[src/rtl/bkpt_pkg.sv]
package bkpt_pkg;
    // Field positions inside the status register, counted from the MSB.
    localparam int STAT_EN_FROM_TOP  = 0;
    localparam int STAT_ACT_FROM_TOP = 1;

    // Compare-match sequencing state.
    typedef struct packed {
        logic pend;
        logic req;
        logic wake;
    } trig_t;
endpackage

[src/rtl/bkpt_regs.sv]
module bkpt_regs #(
    parameter int                  ADDR_W    = 16,
    parameter int                  DATA_W    = 8,
    parameter logic [ADDR_W-1:0]   BASE_ADDR = 16'hFE0C
) (
    input  logic              clk,
    input  logic              rst_n,
    input  logic              bus_sel,
    input  logic              bus_wr,
    input  logic [ADDR_W-1:0] bus_addr,
    input  logic [DATA_W-1:0] bus_wdata,
    output logic [DATA_W-1:0] bus_rdata,
    input  logic              set_active,
    input  logic              flag_clr_en,
    output logic [ADDR_W-1:0] cmp_addr,
    output logic              en,
    output logic              active
);
    import bkpt_pkg::*;

    localparam int NUM_BYTES = ADDR_W / DATA_W;
    localparam int EN_BIT    = DATA_W - 1 - STAT_EN_FROM_TOP;
    localparam int ACT_BIT   = DATA_W - 1 - STAT_ACT_FROM_TOP;
    localparam logic [ADDR_W-1:0] STAT_ADDR = BASE_ADDR + ADDR_W'(NUM_BYTES);

    typedef struct packed {
        logic [ADDR_W-1:0] cmp;
        logic              en;
        logic              active;
    } regs_t;

    regs_t q, d;

    logic [NUM_BYTES-1:0] byte_hit;
    logic                 stat_hit;

    // One decoder per compare byte; byte 0 is the most significant.
    genvar gi;
    generate
        for (gi = 0; gi < NUM_BYTES; gi++) begin : g_dec
            localparam logic [ADDR_W-1:0] HIT_A = BASE_ADDR + ADDR_W'(gi);
            assign byte_hit[gi] = bus_sel && (bus_addr == HIT_A);
        end
    endgenerate
    assign stat_hit = bus_sel && (bus_addr == STAT_ADDR);

    always_comb begin
        d = q;
        if (bus_wr) begin
            for (int i = 0; i < NUM_BYTES; i++) begin
                if (byte_hit[i]) begin
                    d.cmp[ADDR_W-1-i*DATA_W -: DATA_W] = bus_wdata;
                end
            end
            if (stat_hit) begin
                d.en = bus_wdata[EN_BIT];
                // Clearing the active flag is blocked while it is set
                // unless the protection input allows it.
                if (!bus_wdata[ACT_BIT] && (flag_clr_en || !q.active)) begin
                    d.active = 1'b0;
                end
            end
        end
        if (set_active) begin
            d.active = 1'b1;
        end
    end

    always_ff @(posedge clk) begin
        if (!rst_n) begin
            q <= '0;
        end else begin
            q <= d;
        end
    end

    always_comb begin
        bus_rdata = '0;
        if (!bus_wr) begin
            for (int i = 0; i < NUM_BYTES; i++) begin
                if (byte_hit[i]) begin
                    bus_rdata = q.cmp[ADDR_W-1-i*DATA_W -: DATA_W];
                end
            end
            if (stat_hit) begin
                bus_rdata[EN_BIT]  = q.en;
                bus_rdata[ACT_BIT] = q.active;
            end
        end
    end

    assign cmp_addr = q.cmp;
    assign en       = q.en;
    assign active   = q.active;

    a_r6_ack_sets_active: assert property (@(posedge clk) disable iff (!rst_n)
        set_active |=> q.active);

    a_r7_flag_protected: assert property (@(posedge clk) disable iff (!rst_n)
        (q.active && !flag_clr_en) |=> q.active);
endmodule

[src/rtl/bkpt_trigger.sv]
module bkpt_trigger #(
    parameter int ADDR_W = 16
) (
    input  logic              clk,
    input  logic              rst_n,
    input  logic              en,
    input  logic [ADDR_W-1:0] cmp_addr,
    input  logic [ADDR_W-1:0] cpu_addr,
    input  logic              cpu_valid,
    input  logic              instr_last,
    input  logic              wait_mode,
    input  logic              stop_mode,
    input  logic              brk_ack,
    output logic              brk_req,
    output logic              take,
    output logic              wake_pulse
);
    import bkpt_pkg::*;

    trig_t q, d;
    logic  match;
    logic  boundary;
    logic  fire;

    always_comb begin
        // A waiting processor sits between instructions.
        boundary = instr_last || wait_mode;
        match    = en && !stop_mode && !q.req && cpu_valid && (cpu_addr == cmp_addr);
        fire     = (match || q.pend) && boundary && !q.req && !stop_mode;

        d.req  = stop_mode ? 1'b0 : (q.req ? !brk_ack : fire);
        d.pend = !(stop_mode || !en) && !fire && (q.pend || (match && !boundary));
        d.wake = fire && wait_mode;
    end

    always_ff @(posedge clk) begin
        if (!rst_n) begin
            q <= '0;
        end else begin
            q <= d;
        end
    end

    assign brk_req    = q.req;
    assign take       = q.req && brk_ack;
    assign wake_pulse = q.wake;

    a_r5_disabled_quiet: assert property (@(posedge clk) disable iff (!rst_n)
        (!en && !q.pend && !q.req) |=> !q.req);

    a_r6_req_held: assert property (@(posedge clk) disable iff (!rst_n)
        (q.req && !brk_ack && !stop_mode) |=> q.req);

    a_r6_req_drops: assert property (@(posedge clk) disable iff (!rst_n)
        (q.req && brk_ack) |=> !q.req);

    a_r8_stop_no_req: assert property (@(posedge clk) disable iff (!rst_n)
        stop_mode |=> !q.req);

    a_r9_wake_single: assert property (@(posedge clk) disable iff (!rst_n)
        q.wake |=> !q.wake);
endmodule

[src/rtl/bkpt_unit.sv]
module bkpt_unit #(
    parameter int                ADDR_W    = 16,
    parameter int                DATA_W    = 8,
    parameter logic [ADDR_W-1:0] BASE_ADDR = 16'hFE0C,
    parameter logic [ADDR_W-1:0] VEC_NORM  = 16'hFFFC,
    parameter logic [ADDR_W-1:0] VEC_MON   = 16'hFEFC
) (
    input  logic              clk,
    input  logic              rst_n,
    input  logic              bus_sel,
    input  logic              bus_wr,
    input  logic [ADDR_W-1:0] bus_addr,
    input  logic [DATA_W-1:0] bus_wdata,
    output logic [DATA_W-1:0] bus_rdata,
    input  logic [ADDR_W-1:0] cpu_addr,
    input  logic              cpu_valid,
    input  logic              instr_last,
    input  logic              brk_ack,
    input  logic              monitor_mode,
    input  logic              wait_mode,
    input  logic              stop_mode,
    input  logic              flag_clr_en,
    output logic              brk_req,
    output logic [ADDR_W-1:0] vec_addr,
    output logic              timer_freeze,
    output logic              wake_pulse
);
    logic [ADDR_W-1:0] cmp_addr;
    logic              en;
    logic              active;
    logic              take;

    bkpt_regs #(
        .ADDR_W   (ADDR_W),
        .DATA_W   (DATA_W),
        .BASE_ADDR(BASE_ADDR)
    ) u_regs (
        .clk        (clk),
        .rst_n      (rst_n),
        .bus_sel    (bus_sel),
        .bus_wr     (bus_wr),
        .bus_addr   (bus_addr),
        .bus_wdata  (bus_wdata),
        .bus_rdata  (bus_rdata),
        .set_active (take),
        .flag_clr_en(flag_clr_en),
        .cmp_addr   (cmp_addr),
        .en         (en),
        .active     (active)
    );

    bkpt_trigger #(
        .ADDR_W(ADDR_W)
    ) u_trig (
        .clk       (clk),
        .rst_n     (rst_n),
        .en        (en),
        .cmp_addr  (cmp_addr),
        .cpu_addr  (cpu_addr),
        .cpu_valid (cpu_valid),
        .instr_last(instr_last),
        .wait_mode (wait_mode),
        .stop_mode (stop_mode),
        .brk_ack   (brk_ack),
        .brk_req   (brk_req),
        .take      (take),
        .wake_pulse(wake_pulse)
    );

    assign vec_addr     = monitor_mode ? VEC_MON : VEC_NORM;
    assign timer_freeze = active;
endmodule

[config.mk]
export PLATFORM = sky130hd
export DESIGN_NAME = bkpt_unit
export DESIGN_NICKNAME = d
export VERILOG_FILES = /design/src/rtl/bkpt_pkg.sv /design/src/rtl/bkpt_regs.sv /design/src/rtl/bkpt_trigger.sv /design/src/rtl/bkpt_unit.sv
export SDC_FILE = /design/constraint.sdc
export NUM_CORES = 1
export LEC_CHECK = 0
export ABC_CLOCK_PERIOD_IN_PS = 3300
export BUFFER_PORTS_ARGS = -buffer_cell sky130_fd_sc_hd__buf_4
export CAP_MARGIN = 5
export CORE_MARGIN = 5
export CORE_UTILIZATION = 48
export DETAILED_ROUTE_END_ITERATION = 10
export GPL_ROUTABILITY_DRIVEN = 0
export PLACE_DENSITY = 0.85
export SYNTH_ARGS = -nofsm -noshare
export SYNTH_HDL_FRONTEND = slang
export SYNTH_HIERARCHICAL = 1
export SYNTH_SLANG_ARGS = --single-unit
[constraint.sdc]
create_clock -name clk -period 3.3 [get_ports clk]
set_clock_uncertainty 0.2 [all_clocks]
set_input_delay 0.33 -clock clk [delete_from_list [all_inputs] [get_ports clk]]
set_output_delay 0.33 -clock clk [all_outputs]
set_load 0.01 [all_outputs]
==> reports/qor.txt <==
Synth warnings = 6
largest family of logic cells by synthesized area = simple AND/OR/NAND/NOR gates
initial DRC count = 30
remaining antenna violation count = 0
first-pass GRT wire length = 5.59 mm
vias in the first global route = 1,302
worst endpoint required time = 2.77 ns
Placeable Area = 3000 sq um
Synth cell types = 39
layout cells sized above 1 = 33.8%
adder-cell share of the synthesized area = 0%
Post-DP HPWL = 2.93 mm
total CTS buffers = 3
Setup Buffers After CTS = 0
Longest Clk Path Bufs = 2
chip width = 65.3 um
final setup vio count = 0
Final Slew Violations = 0
Die H = 65.3 um
arrival time at the worst endpoint = 1.60 ns
drt via density = 5.09
Synth area leaders = dfxtp_1 (29%), mux2i_1 (17%), buf_4 (7.7%), xor2_1 (7.1%), nand2_1 (6.9%)
Achievable Freq = 469 MHz
PwrDens = 246 nW/um^2
Post-Syn Area = 1470 sq um
drt drc = 0
status = completed
critical path peak fanout = 6
Final Critical Period = 2.13 ns
leading area contributor after synthesis = dfxtp_1
GRT Residual Overflow = 0
Hold Path Class = in2reg
Routed WL = 3.56 mm
Final Util = 64.0%
Clock transition at path regs = 0.12 ns
total track usage = 16.7%
register area share after synthesis = 28.6%
multiplexer area fraction after synthesis = 17.0%
# diodes = 0
Final #Nets = 283
Startpoint Class = input port
die area = 4270 sq um
CP endpoint kind = output pin
Synth Area in Compound Gates = 6.38%
CTS tree = yes
RSZ-0062 raised after global routing = false
simple-gate share of the synthesized area = 29.6%
Hold Vio Cnt, Final = 0
IO Port Bufs = 62
fin area = 1920 sq um
Avg Cell Area, Syn = 8.55 sq um
Worst VDD drop = 0.198 mV
CTS Hold Buffers Added = 1
Crit Path Class = in2out
clk sinks = 21
Pleak = 0.910 nW
Period Utilization, post-route = 64.6%
Resized Gates After CTS = 0
initial antenna violation count = 0
Ports = 78
CTS H-tree lvls = 1
Yosys reg bits = 21
clk_lat worst skew = 0.31 ns
post-synthesis cell count = 172
First-pass DRT Iterations = 4
largest net degree at the start of global routing = 28
Synth top area share = 28.6%
Initial Util = 49.0%
DR WL/cell = 13.5 um
setup TNS = 0 ns
total of max-cap violations = 0
placed inst area = 1880 sq um
# rows = 20
vias post-DR = 1,344
root buf cell = clkbuf_4
P&R area growth vs syn = 30.6%
XOR/XNOR Fraction of Synth Area = 7.15%
[Yosys cell counts]
| master | n |
|---|---|
| nand2_1 | 27 |
| mux2i_1 | 25 |
| dfxtp_1 | 21 |
| buf_4 | 15 |
| nor2_1 | 14 |
| xor2_1 | 12 |
| nor2b_1 | 6 |
| clkbuf_1 | 5 |
| o21ai_0 | 5 |
| inv_1 | 4 |
| nand4_1 | 4 |
| nand3_1 | 3 |
| nor4_1 | 3 |
| a21oi_1 | 2 |
| conb_1 | 2 |
| a2111oi_4 | 1 |
| a211o_1 | 1 |
| a31oi_1 | 1 |
| and2_2 | 1 |
| and2b_2 | 1 |
| and3_1 | 1 |
| and4_1 | 1 |
| and4b_1 | 1 |
| and4b_2 | 1 |
| buf_6 | 1 |
| nand2b_1 | 1 |
| nand3_4 | 1 |
| nand4b_1 | 1 |
| nor2b_2 | 1 |
| nor3_1 | 1 |
| nor3b_1 | 1 |
| nor4_2 | 1 |
| nor4_4 | 1 |
| nor4b_1 | 1 |
| nor4bb_1 | 1 |
| o41ai_2 | 1 |
| or2_2 | 1 |
| or2b_2 | 1 |
| or4_4 | 1 |
[routing by layer]
layer	global-route usage [%]	part of all wire, %	vias to the layer above
li1	-	-	680
met1	18.5	41	610
met2	31.6	52	50
met3	3.25	6.6	4
met4	5.44	1.0	0
met5	0	0	-
[worst max-delay path, cell delays in order]
cell      delay [ns]
buf_4           0.11
nor4bb_1        0.28
nand4_1         0.20
or2_2           0.40
nor2_1          0.14
buf_4           0.13
[sequential cells by signal, summed over array words and instances, names as in the netlist]
signal	count
u_regs/en	1
u_trig/wake_pulse	1
u_regs/cmp_addr	16
u_regs/active	1
u_trig/brk_req	1
u_trig/q	1
[power breakdown]
group	leakage, nW	switching (mW)	total, mW	internal (mW)
Combinational	0.723	0.0433	0.0957	0.0525
Clock	0.0177	0.0786	0.124	0.0453
Sequential	0.169	0.000000813	0.253	0.253
Total	0.910	0.122	0.473	0.351
[cell families after synthesis]
kind of cell           after synthesis
AND/OR/NAND/NOR                     76
flip-flops                          21
multiplexers                        25
other                                2
AO/OA/AOI/OAI                       11
buffers and inverters               25
XOR/XNOR                            12
[stage by stage]
| step | power, mW | setup slack, ns | hold WS (ns) | instances |
|---|---|---|---|---|
| finish | 0.473 | 1.17 | 0.0835 | 264 |
| global route | 0.498 | 1.06 | 0.0695 | 264 |
| CTS | 0.479 | 1.19 | 0.0765 | 264 |
| detailed placement | 0.354 | 1.05 | 0.272 | 259 |
| global placement | 0.352 | 1.08 | 0.266 | 259 |
| floorplan | 0.310 | 1.41 | 0.231 | 185 |
[placed cells by master, fill, tap and decap left out, drive strengths merged, types with 2 or more instances in the layout]
cell type,instances
dfxtp,21
nor4,5
a21oi,2
xor2,12
nand4,4
conb,15
and4b,2
nand2,27
nor2,14
buf,62
mux2i,25
nand3,4
inv,4
clkbuf,3
o21ai,5
nor2b,7
[final timing paths]
check	startpoint	to	slack [ns]	cells past startpoint
hold reg to reg	u_regs/cmp_addr[11]$_SDFFE_PN0P_	u_regs/cmp_addr[11]$_SDFFE_PN0P_	0.29	2
setup / recovery	bus_addr[6]	bus_rdata[3]	1.17	6
hold / removal	bus_wdata[1]	u_regs/cmp_addr[9]$_SDFFE_PN0P_	0.08	3
setup reg to reg	u_regs/cmp_addr[13]$_SDFFE_PN0P_	u_trig/brk_req$_SDFF_PP0_	1.68	4
[area by class of cell]
class                           count  area (sq um)
Sequential cell                    21           420
Clock buffer                        3          22.5
Multi-Input combinational cell    139           941
Inverter                            4          15.0
Tap cell                           33          41.3
Fill cell                         262          1080
Clock inverter                      1          5.00
Timing Repair Buffer               63           475
Power figures use the tool's default switching activity.
